## src/rtl/iocal_pkg.sv

```systemverilog
package iocal_pkg;
  typedef enum logic [3:0] {
    ST_IDLE,
    ST_UNLK,
    ST_ARM,
    ST_HI,
    ST_LO,
    ST_WAIT,
    ST_PDON,
    ST_RXPD,
    ST_DONE,
    ST_ERR
  } iocal_state_e;
endpackage

```

## src/rtl/iocal_sync.sv

```systemverilog
module iocal_sync #(
  parameter int STAGES = 2
) (
  input  logic clk,
  input  logic rst,
  input  logic d_i,
  output logic q_o
);
  logic [STAGES-1:0] chain_q;

  generate
    if (STAGES == 1) begin : g_one
      always_ff @(posedge clk) begin
        if (rst) chain_q <= '0;
        else     chain_q <= d_i;
      end
    end else begin : g_many
      always_ff @(posedge clk) begin
        if (rst) chain_q <= '0;
        else     chain_q <= {chain_q[STAGES-2:0], d_i};
      end
    end
  endgenerate

  assign q_o = chain_q[STAGES-1];
endmodule

```

## src/rtl/iocal_timer.sv

```systemverilog
module iocal_timer #(
  parameter int W = 8
) (
  input  logic         clk,
  input  logic         rst,
  input  logic         ld_i,
  input  logic [W-1:0] ld_val_i,
  input  logic         dec_i,
  output logic         last_o
);
  logic [W-1:0] cnt_q;

  always_ff @(posedge clk) begin
    if (rst)        cnt_q <= '0;
    else if (ld_i)  cnt_q <= ld_val_i;
    else if (dec_i) cnt_q <= cnt_q - 1'b1;
  end

  assign last_o = (cnt_q <= W'(1));
endmodule

```

## src/rtl/iocal_fsm.sv

```systemverilog
module iocal_fsm
  import iocal_pkg::*;
#(
  parameter int HOLD_W = 8,
  parameter int TMO_W  = 16
) (
  input  logic              clk,
  input  logic              rst,
  input  logic              start_i,
  input  logic [HOLD_W-1:0] hold_cycles_i,
  input  logic [TMO_W-1:0]  timeout_i,
  input  logic              rdy_s_i,
  input  logic              hold_last_i,
  input  logic              wait_last_i,
  output logic              hold_ld_o,
  output logic              hold_dec_o,
  output logic [HOLD_W-1:0] hold_val_o,
  output logic              wait_ld_o,
  output logic              wait_dec_o,
  output logic [TMO_W-1:0]  wait_val_o,
  output logic              pwrdn_o,
  output logic              lock_o,
  output logic              strobe_o,
  output logic              rxpd_o,
  output logic              busy_o,
  output logic              done_o,
  output logic              tmo_o
);
  iocal_state_e      state_q;
  logic [HOLD_W-1:0] hold_q;
  logic [TMO_W-1:0]  tmo_q;
  logic              idle_like;

  assign idle_like  = (state_q == ST_IDLE) || (state_q == ST_DONE) || (state_q == ST_ERR);
  assign hold_val_o = (hold_q == '0) ? HOLD_W'(1) : hold_q;
  assign wait_val_o = (tmo_q == '0) ? TMO_W'(1) : tmo_q;

  always_comb begin
    hold_ld_o  = (state_q == ST_ARM) || ((state_q == ST_HI) && hold_last_i);
    hold_dec_o = ((state_q == ST_HI) || (state_q == ST_LO)) && !hold_last_i;
    wait_ld_o  = (state_q == ST_LO) && hold_last_i;
    wait_dec_o = (state_q == ST_WAIT) && !rdy_s_i && !wait_last_i;
  end

  always_ff @(posedge clk) begin
    if (rst) begin
      state_q  <= ST_IDLE;
      hold_q   <= '0;
      tmo_q    <= '0;
      pwrdn_o  <= 1'b1;
      lock_o   <= 1'b1;
      strobe_o <= 1'b0;
      rxpd_o   <= 1'b0;
      busy_o   <= 1'b0;
      done_o   <= 1'b0;
      tmo_o    <= 1'b0;
    end else begin
      case (state_q)
        ST_UNLK: begin
          lock_o  <= 1'b0;
          state_q <= ST_ARM;
        end
        ST_ARM: begin
          strobe_o <= 1'b1;
          state_q  <= ST_HI;
        end
        ST_HI: begin
          if (hold_last_i) begin
            strobe_o <= 1'b0;
            state_q  <= ST_LO;
          end
        end
        ST_LO: begin
          if (hold_last_i) begin
            strobe_o <= 1'b1;
            state_q  <= ST_WAIT;
          end
        end
        ST_WAIT: begin
          if (rdy_s_i) begin
            lock_o  <= 1'b1;
            state_q <= ST_PDON;
          end else if (wait_last_i) begin
            tmo_o   <= 1'b1;
            busy_o  <= 1'b0;
            state_q <= ST_ERR;
          end
        end
        ST_PDON: begin
          pwrdn_o <= 1'b1;
          state_q <= ST_RXPD;
        end
        ST_RXPD: begin
          rxpd_o  <= 1'b1;
          done_o  <= 1'b1;
          busy_o  <= 1'b0;
          state_q <= ST_DONE;
        end
        default: begin
          if (idle_like && start_i) begin
            pwrdn_o  <= 1'b0;
            strobe_o <= 1'b0;
            rxpd_o   <= 1'b0;
            done_o   <= 1'b0;
            tmo_o    <= 1'b0;
            busy_o   <= 1'b1;
            hold_q   <= hold_cycles_i;
            tmo_q    <= timeout_i;
            state_q  <= ST_UNLK;
          end
        end
      endcase
    end
  end
endmodule

```

## src/rtl/iocal_seq.sv

```systemverilog
module iocal_seq #(
  parameter int HOLD_W      = 8,
  parameter int TMO_W       = 16,
  parameter int SYNC_STAGES = 2
) (
  input  logic              clk,
  input  logic              rst,
  input  logic              start_i,
  input  logic [HOLD_W-1:0] hold_cycles_i,
  input  logic [TMO_W-1:0]  timeout_i,
  input  logic              ready_i,
  output logic              cal_pwrdn_o,
  output logic              cal_lock_o,
  output logic              cal_strobe_o,
  output logic              rx_pwrdn_en_o,
  output logic              busy_o,
  output logic              done_o,
  output logic              timeout_o
);
  logic              rdy_s;
  logic              hold_ld, hold_dec, hold_last;
  logic              wait_ld, wait_dec, wait_last;
  logic [HOLD_W-1:0] hold_val;
  logic [TMO_W-1:0]  wait_val;

  iocal_sync #(.STAGES(SYNC_STAGES)) u_sync (
    .clk (clk),
    .rst (rst),
    .d_i (ready_i),
    .q_o (rdy_s)
  );

  iocal_timer #(.W(HOLD_W)) u_hold_tmr (
    .clk      (clk),
    .rst      (rst),
    .ld_i     (hold_ld),
    .ld_val_i (hold_val),
    .dec_i    (hold_dec),
    .last_o   (hold_last)
  );

  iocal_timer #(.W(TMO_W)) u_wait_tmr (
    .clk      (clk),
    .rst      (rst),
    .ld_i     (wait_ld),
    .ld_val_i (wait_val),
    .dec_i    (wait_dec),
    .last_o   (wait_last)
  );

  iocal_fsm #(.HOLD_W(HOLD_W), .TMO_W(TMO_W)) u_fsm (
    .clk           (clk),
    .rst           (rst),
    .start_i       (start_i),
    .hold_cycles_i (hold_cycles_i),
    .timeout_i     (timeout_i),
    .rdy_s_i       (rdy_s),
    .hold_last_i   (hold_last),
    .wait_last_i   (wait_last),
    .hold_ld_o     (hold_ld),
    .hold_dec_o    (hold_dec),
    .hold_val_o    (hold_val),
    .wait_ld_o     (wait_ld),
    .wait_dec_o    (wait_dec),
    .wait_val_o    (wait_val),
    .pwrdn_o       (cal_pwrdn_o),
    .lock_o        (cal_lock_o),
    .strobe_o      (cal_strobe_o),
    .rxpd_o        (rx_pwrdn_en_o),
    .busy_o        (busy_o),
    .done_o        (done_o),
    .tmo_o         (timeout_o)
  );
endmodule

```

## config.mk

```make
export PLATFORM = sky130hd
export DESIGN_NAME = iocal_seq
export DESIGN_NICKNAME = d
export VERILOG_FILES = /design/src/rtl/iocal_pkg.sv /design/src/rtl/iocal_sync.sv /design/src/rtl/iocal_timer.sv /design/src/rtl/iocal_fsm.sv /design/src/rtl/iocal_seq.sv
export SDC_FILE = /design/constraint.sdc
export NUM_CORES = 1
export LEC_CHECK = 0
export BUFFER_PORTS_ARGS = -buffer_cell sky130_fd_sc_hd__buf_2
export CAP_MARGIN = 20
export CORE_UTILIZATION = 57
export DETAILED_ROUTE_END_ITERATION = 10
export PLACE_DENSITY = 0.77
export SLEW_MARGIN = 15
export SYNTH_ARGS = -nofsm -noshare
export SYNTH_HDL_FRONTEND = slang
export SYNTH_SLANG_ARGS = --single-unit
```

## constraint.sdc

```tcl
create_clock -name clk -period 2.85 [get_ports clk]
set_input_delay 0.285 -clock clk [delete_from_list [all_inputs] [get_ports clk]]
set_output_delay 0.285 -clock clk [all_outputs]
set_load 0.01 [all_outputs]
```

* Word level (Yosys, flattened, before mapping)
Index checks and enable logic that the tools add are counted. W data, S select, Z words.
Word-level totals: flip-flop bits (word level) 60, bits of input ports 28, output and inout port bits 7, word-level logic and storage cells 103
Operators by class: add/sub/neg operators 2, $lt $le $gt $ge 2, eq/ne operators 15, multiplexer cells 27, bitwise operators 6, reductions and logical operators 39
Operators with widths (count):
- $mux W16 | 3
- $pmux W4 S7 | 1
- $mux W8 | 3
- $mux W4 | 5
- $reduce_or A6 Y1 | 3
- $eq A4 B3 Y1 const B | 4
- $le A16 B1 Y1 const B | 1
- $logic_not A16 Y1 | 1
- $reduce_and A4 Y1 | 4
- $sub A16 B1 Y16 const B | 1
- $reduce_bool A2 Y1 | 6
- $mux W1 | 9
- $eq A4 B2 Y1 const B | 2
- $eq A4 B4 Y1 const B | 2
- $le A8 B1 Y1 const B | 1
- $logic_not A8 Y1 | 1
- $pmux W1 S2 | 4
- $reduce_and A2 Y1 | 4
- $reduce_bool A8 Y1 | 1
- $sub A8 B1 Y8 const B | 1
- $reduce_or A7 Y1 | 1
- $logic_and A1 B1 Y1 | 6
- $ne A2 B1 Y1 const B | 3
- $not A1 Y1 | 6
- 12 further kinds | 18

* Longest topological paths before layout
depth in word-level cells 6, gate-level depth with buffers 9, mapped depth without buffers 8

* Modules after synthesis
A second synthesis with hierarchy kept.
Second synthesis, totals: cell total of the unflattened synthesis 381, area, all modules 3169.3 µm²
Modules (own cells, without submodules):
- iocal_fsm | instances 1, cells an instance 210, area each 1747.9 µm², seq. area each 680.7 µm²
- iocal_timer (u_wait_tmr) | instances 1, cells an instance 108, area each 883.3 µm², seq. area each 320.3 µm²
- iocal_timer (u_hold_tmr) | instances 1, cells an instance 59, area each 485.5 µm², seq. area each 160.2 µm²
- iocal_sync | instances 1, cells an instance 4, area each 52.6 µm², seq. area each 40.0 µm²

* Least setup slack after synthesis
OpenSTA, ideal clock, no wires.
path type reg2reg, from reg u_wait_tmr.cnt_q[7], to reg u_fsm.state_q[3], library setup time 0.070 ns, data arrival time 2.030 ns, required time 2.780 ns, setup slack 0.750 ns, stages on the path, launching flop included 7, path buffers 1, clock period less this slack 2.100 ns, path through dfxtp_1 or4_4 nor4_4 a31oi_1 buf_2 or3_1 a21oi_1
On the way: cells in the longest elaborated chain, start to end 3
RTL lines:
- start, declared | RTL line iocal_timer.sv:11 | logic [W-1:0] cnt_q;
- start signal, assigned | RTL line iocal_timer.sv:15 | else if (ld_i) cnt_q <= ld_val_i;
- start signal, assigned | RTL line iocal_timer.sv:16 | else if (dec_i) cnt_q <= cnt_q - 1'b1;
- $le A16 B1 Y1 | RTL line iocal_timer.sv:19 | assign last_o = (cnt_q <= W'(1));
- $ne A3 B2 Y1 (no line)
- $reduce_and A4 Y1 (no line)
- end signal, assigned | RTL line iocal_fsm.sv:47 | state_q <= ST_IDLE;
- end signal, assigned | RTL line iocal_fsm.sv:61 | state_q <= ST_ARM;
- end signal, assigned | RTL line iocal_fsm.sv:65 | state_q <= ST_HI;
- end, declared | RTL line iocal_fsm.sv:29 | iocal_state_e state_q;
No other way between the ends. A chain may end at the register's enable or synchronous reset.

* Worst setup path after layout
from reg u_wait_tmr.cnt_q[7], to reg u_fsm.state_q[2]
Same word-level chain as after synthesis.

==> results by group <==
Timing
  • Setup TNS after final layout: 0 ns
  • Setup violators final: 0
  • Relative max-transition margin: 0.529
  • Unrepaired setup endpoints after global routing: false
  • Hold Worst Slack: 0.152 ns
  • Final Max Slew Viols: 0
  • Final min period: between 2 and 2.5 ns
  • Slew at the pin with the worst max-slew slack: roughly 0.7 ns
  • Number of hold violations in the final report: 0
  • Final worst-path cycle share: 0.857
  • Achievable Freq: 409 MHz
  • Largest clock skew in the final design: 0.00634 ns

Global routing
  • Largest net degree at the start of global routing: 27
  • Wire length of the first global-routing pass: approximately 11 mm
  • Total global routing track utilization: 0.268
  • Number of global-route vias before repair: 2246
  • Grt total ovfl: 0
  • Initial antenna violation count: 0

Synthesis
  • Net Count, Synth: just under 400
  • Sequential area share after synthesis: 0.425
  • Proportion of register bits with asynchronous set or reset after synthesis: 0
  • Cell variety after synth: 44
  • Post-synth EDFFs: 0
  • Netlist Area Pre-Place: approximately 2800 um2
  • Register bit total from synthesis: 60
  • Count of yosys warnings during synthesis: 0
  • Synth Area per Inst: ~8 um2
  • Cell count after synthesis: about 360
  • Predominant post-synthesis flop cell: sky130_fd_sc_hd__dfxtp_1

Cells and area
  • ANT cells: 0
  • Relative area change from synthesis to final layout: 14.9%
  • Finished layout cell area: 3250 um2
  • Number of nets in the finished design: ~420
  • Proportion of layout cells with a drive suffix above 1: 0.159
  • Filler cell count in the final layout: approximately 420
  • Final Instance Count excl. Fillers: about 460

Floorplanning
  • Core Box Area: 4750 um2
  • Initial core utilization: 0.594
  • Std-Cell Rows: 25
  • Total I/O pin count: 35
  • Total Die Area: approximately 5200 um2
  • Vertical extent of the die: 72.4 um
  • Horizontal extent of the die: roughly 72 um

Detailed routing
  • Final wirelength: 6.29 mm
  • Routed wire per std cell: 13.7 um
  • Iteration count of the initial detailed-routing pass: 4
  • Mean number of vias per cell: between 5 and 6
  • Post-route DRC: 0
  • DRT antenna net count: 0
  • Vias after detailed routing: 2622
  • Initial DRC Count: 205

Power
  • PwrDens: 916 nW/um2
  • Peak supply drop: approximately 500 uV
  • LEAKAGE: ~0.0013 uW

Clock tree
  • Clock network latency to the later pin of the worst-skew pair: 0.34 ns
  • TritonCTS clock tree: done
  • Hold_buf cts: 0
  • Gates resized, CTS repair: 0
  • Clock Sink Count: 60
  • Root buf cell: sky130_fd_sc_hd__clkbuf_8
  • Number of levels in the clock H-tree: 3
  • Maximum buffer depth of the clock tree: 2
  • Clock-pin transition on the worst setup and hold timing paths: about 0.07 ns
  • Cts bufs inserted: 9
  • Post-CTS setup buffer count: 0

Worst setup path
  • Largest fanout on the critical path: 11
  • Arrival time worst endpoint: 2.72 ns
  • Slowest CP cell: sky130_fd_sc_hd__or4_1
  • Delay contributed by the slowest stage of the critical path: 0.59 ns
  • Start-to-end type of the worst setup path: flop to flop
  • Data required time of the worst path: between 3 and 4 ns
  • Element type at the critical path end: flop
  • Reg2reg path depth: 5
  • Cell-by-cell listing of the critical path: or4_4 > nor4_4 > a31oi_2 > or4_1 > a21oi_1
  • Type of origin of the critical path: flop

Run
  • Maximum capacitance violations: 0

Placed design
  • Cell area after placement: between 3000 and 4000 um2
  • Final GP Congestion: around 0.81
  • Number of instances in the placed design: approximately 440
  • Dpl hpwl: 4.23 mm
  • I/O Buffers: 34

Outcome
  • Run status: finished clean

Min path
  • Class of the tightest hold or removal check: primary input to flop
  • Number of cells traversed by the worst hold path: 2
==> synthesized netlist by cell type (6+ instances only) <==
master | count | area share
sky130_fd_sc_hd__nor2b_1 | 6 | 0.013
sky130_fd_sc_hd__a211oi_1 | 16 | 0.042
sky130_fd_sc_hd__nand2_1 | 64 | 0.085
sky130_fd_sc_hd__nand3_1 | 9 | 0.016
sky130_fd_sc_hd__clkbuf_1 | 22 | 0.029
sky130_fd_sc_hd__dfxtp_1 | 60 | 0.42
sky130_fd_sc_hd__a21oi_1 | 40 | 0.071
sky130_fd_sc_hd__nor3_1 | 21 | 0.037
sky130_fd_sc_hd__nor2_1 | 38 | 0.050
sky130_fd_sc_hd__xor2_1 | 7 | 0.022
sky130_fd_sc_hd__xnor2_1 | 6 | 0.019
sky130_fd_sc_hd__a311oi_1 | 6 | 0.019
==> critical path, delay by kind of cell (launching register included) <==
family          cells  cell delay, ns
simple gates        3            1.58
flops               1            0.34
compound gates      2            0.45
==> per-stage QoR <==
step                      setup slack (ns)   util  power (uW)
after floorplan                      0.750      -        1940
after global routing                 0.184  0.683        3170
after detailed placement             0.300  0.639        2190
final                                0.408  0.683        2980
after global placement               0.379  0.639        2170
after CTS                            0.246  0.682        2980
==> cell type report <==
| type | instances | area [um2] | share of cell area |
|---|---|---|---|
| clock buffers | 12 | 155 | 0.0478 |
| clock inverters | 4 | 47.5 | 0.0146 |
| inverters | 5 | 18.8 | 0.00578 |
| multi-input cells | 269 | 1520 | 0.467 |
| flip-flops and latches | 60 | 1200 | 0.370 |
| well taps | 67 | 83.8 | 0.0258 |
| repair buffers | 41 | 223 | 0.0686 |
==> worst paths after layout <==
check                                                 startpoint                       endpoint  slack, ns
worst max register to register  u_wait_tmr.cnt_q[7]$_SDFFE_PP0P_  u_fsm.state_q[2]$_SDFFE_PP0P_       0.41
worst min register to register        u_fsm.pwrdn_o$_SDFFE_PP1P_     u_fsm.pwrdn_o$_SDFFE_PP1P_       0.44
worst min-delay path                                     ready_i   u_sync.chain_q[0]$_SDFF_PP0_       0.15
worst max-delay path            u_wait_tmr.cnt_q[7]$_SDFFE_PP0P_  u_fsm.state_q[2]$_SDFFE_PP0P_       0.41
==> routing by layer <==
metal  vias up  part of all wire  track usage
met4         0             0.017        0.142
met1      1219              0.49        0.367
li1       1322                 -            -
met5         -                 0            0
met3         9             0.050       0.0472
met2        72              0.44        0.402
==> cells by family (layout without fill, tap and decap cells) <==
| logic type | count (synthesis) | in the layout | share of synthesized area |
|---|---|---|---|
| AOI/OAI and AO/OA | 82 | 82 | 0.189 |
| and+or+nand+nor | 169 | 169 | 0.284 |
| buffers and inverters | 29 | 62 | 0.0403 |
| DFF | 60 | 60 | 0.425 |
| xor gates and xnor gates | 13 | 13 | 0.0403 |
| adders and majority gates | 4 | 4 | 0.0177 |
| muxes | 1 | 1 | 0.00354 |
==> where the power goes <==
| group | internal [uW] | switching (uW) | total [uW] |
|---|---|---|---|
| combinational | 406 | 606 | 1010 |
| sequential | 1000 | 175 | 1180 |
| clock | 448 | 336 | 784 |
| total | 1860 | 1120 | 2980 |
==> cell usage in the layout, fill, tap and decap left out, types with 2 or more instances in the layout <==
| cell | count |
|---|---|
| sky130_fd_sc_hd__or4_1 | 5 |
| sky130_fd_sc_hd__clkinv_2 | 2 |
| sky130_fd_sc_hd__nor2b_1 | 6 |
| sky130_fd_sc_hd__a21oi_1 | 40 |
| sky130_fd_sc_hd__o21ai_0 | 3 |
| sky130_fd_sc_hd__a22oi_1 | 2 |
| sky130_fd_sc_hd__buf_2 | 34 |
| sky130_fd_sc_hd__nand2b_1 | 4 |
| sky130_fd_sc_hd__nand2_1 | 64 |
| sky130_fd_sc_hd__or3_1 | 4 |
| sky130_fd_sc_hd__xor2_1 | 7 |
| sky130_fd_sc_hd__buf_4 | 7 |
| sky130_fd_sc_hd__and3_1 | 2 |
| sky130_fd_sc_hd__nor4_1 | 5 |
| sky130_fd_sc_hd__nor2_1 | 38 |
| sky130_fd_sc_hd__a211oi_1 | 16 |
| sky130_fd_sc_hd__dfxtp_1 | 60 |
| sky130_fd_sc_hd__nand3b_1 | 3 |
| sky130_fd_sc_hd__or2_2 | 2 |
| sky130_fd_sc_hd__a31oi_1 | 3 |
| sky130_fd_sc_hd__inv_1 | 5 |
| sky130_fd_sc_hd__xnor2_1 | 6 |
| sky130_fd_sc_hd__nand3_1 | 9 |
| sky130_fd_sc_hd__ha_1 | 4 |
| sky130_fd_sc_hd__nor3_1 | 21 |
| sky130_fd_sc_hd__clkbuf_8 | 11 |
| sky130_fd_sc_hd__a311oi_1 | 6 |
==> flip-flops by register name, indices dropped and copies added, names as in the netlist <==
register,count
u_hold_tmr.cnt_q,8
u_fsm.rxpd_o,1
u_sync.chain_q,2
u_fsm.lock_o,1
u_fsm.busy_o,1
u_fsm.hold_q,8
u_wait_tmr.cnt_q,16
u_fsm.strobe_o,1
u_fsm.tmo_q,16
u_fsm.pwrdn_o,1
u_fsm.state_q,4
u_fsm.tmo_o,1
(Power assumes the default switching activity.)
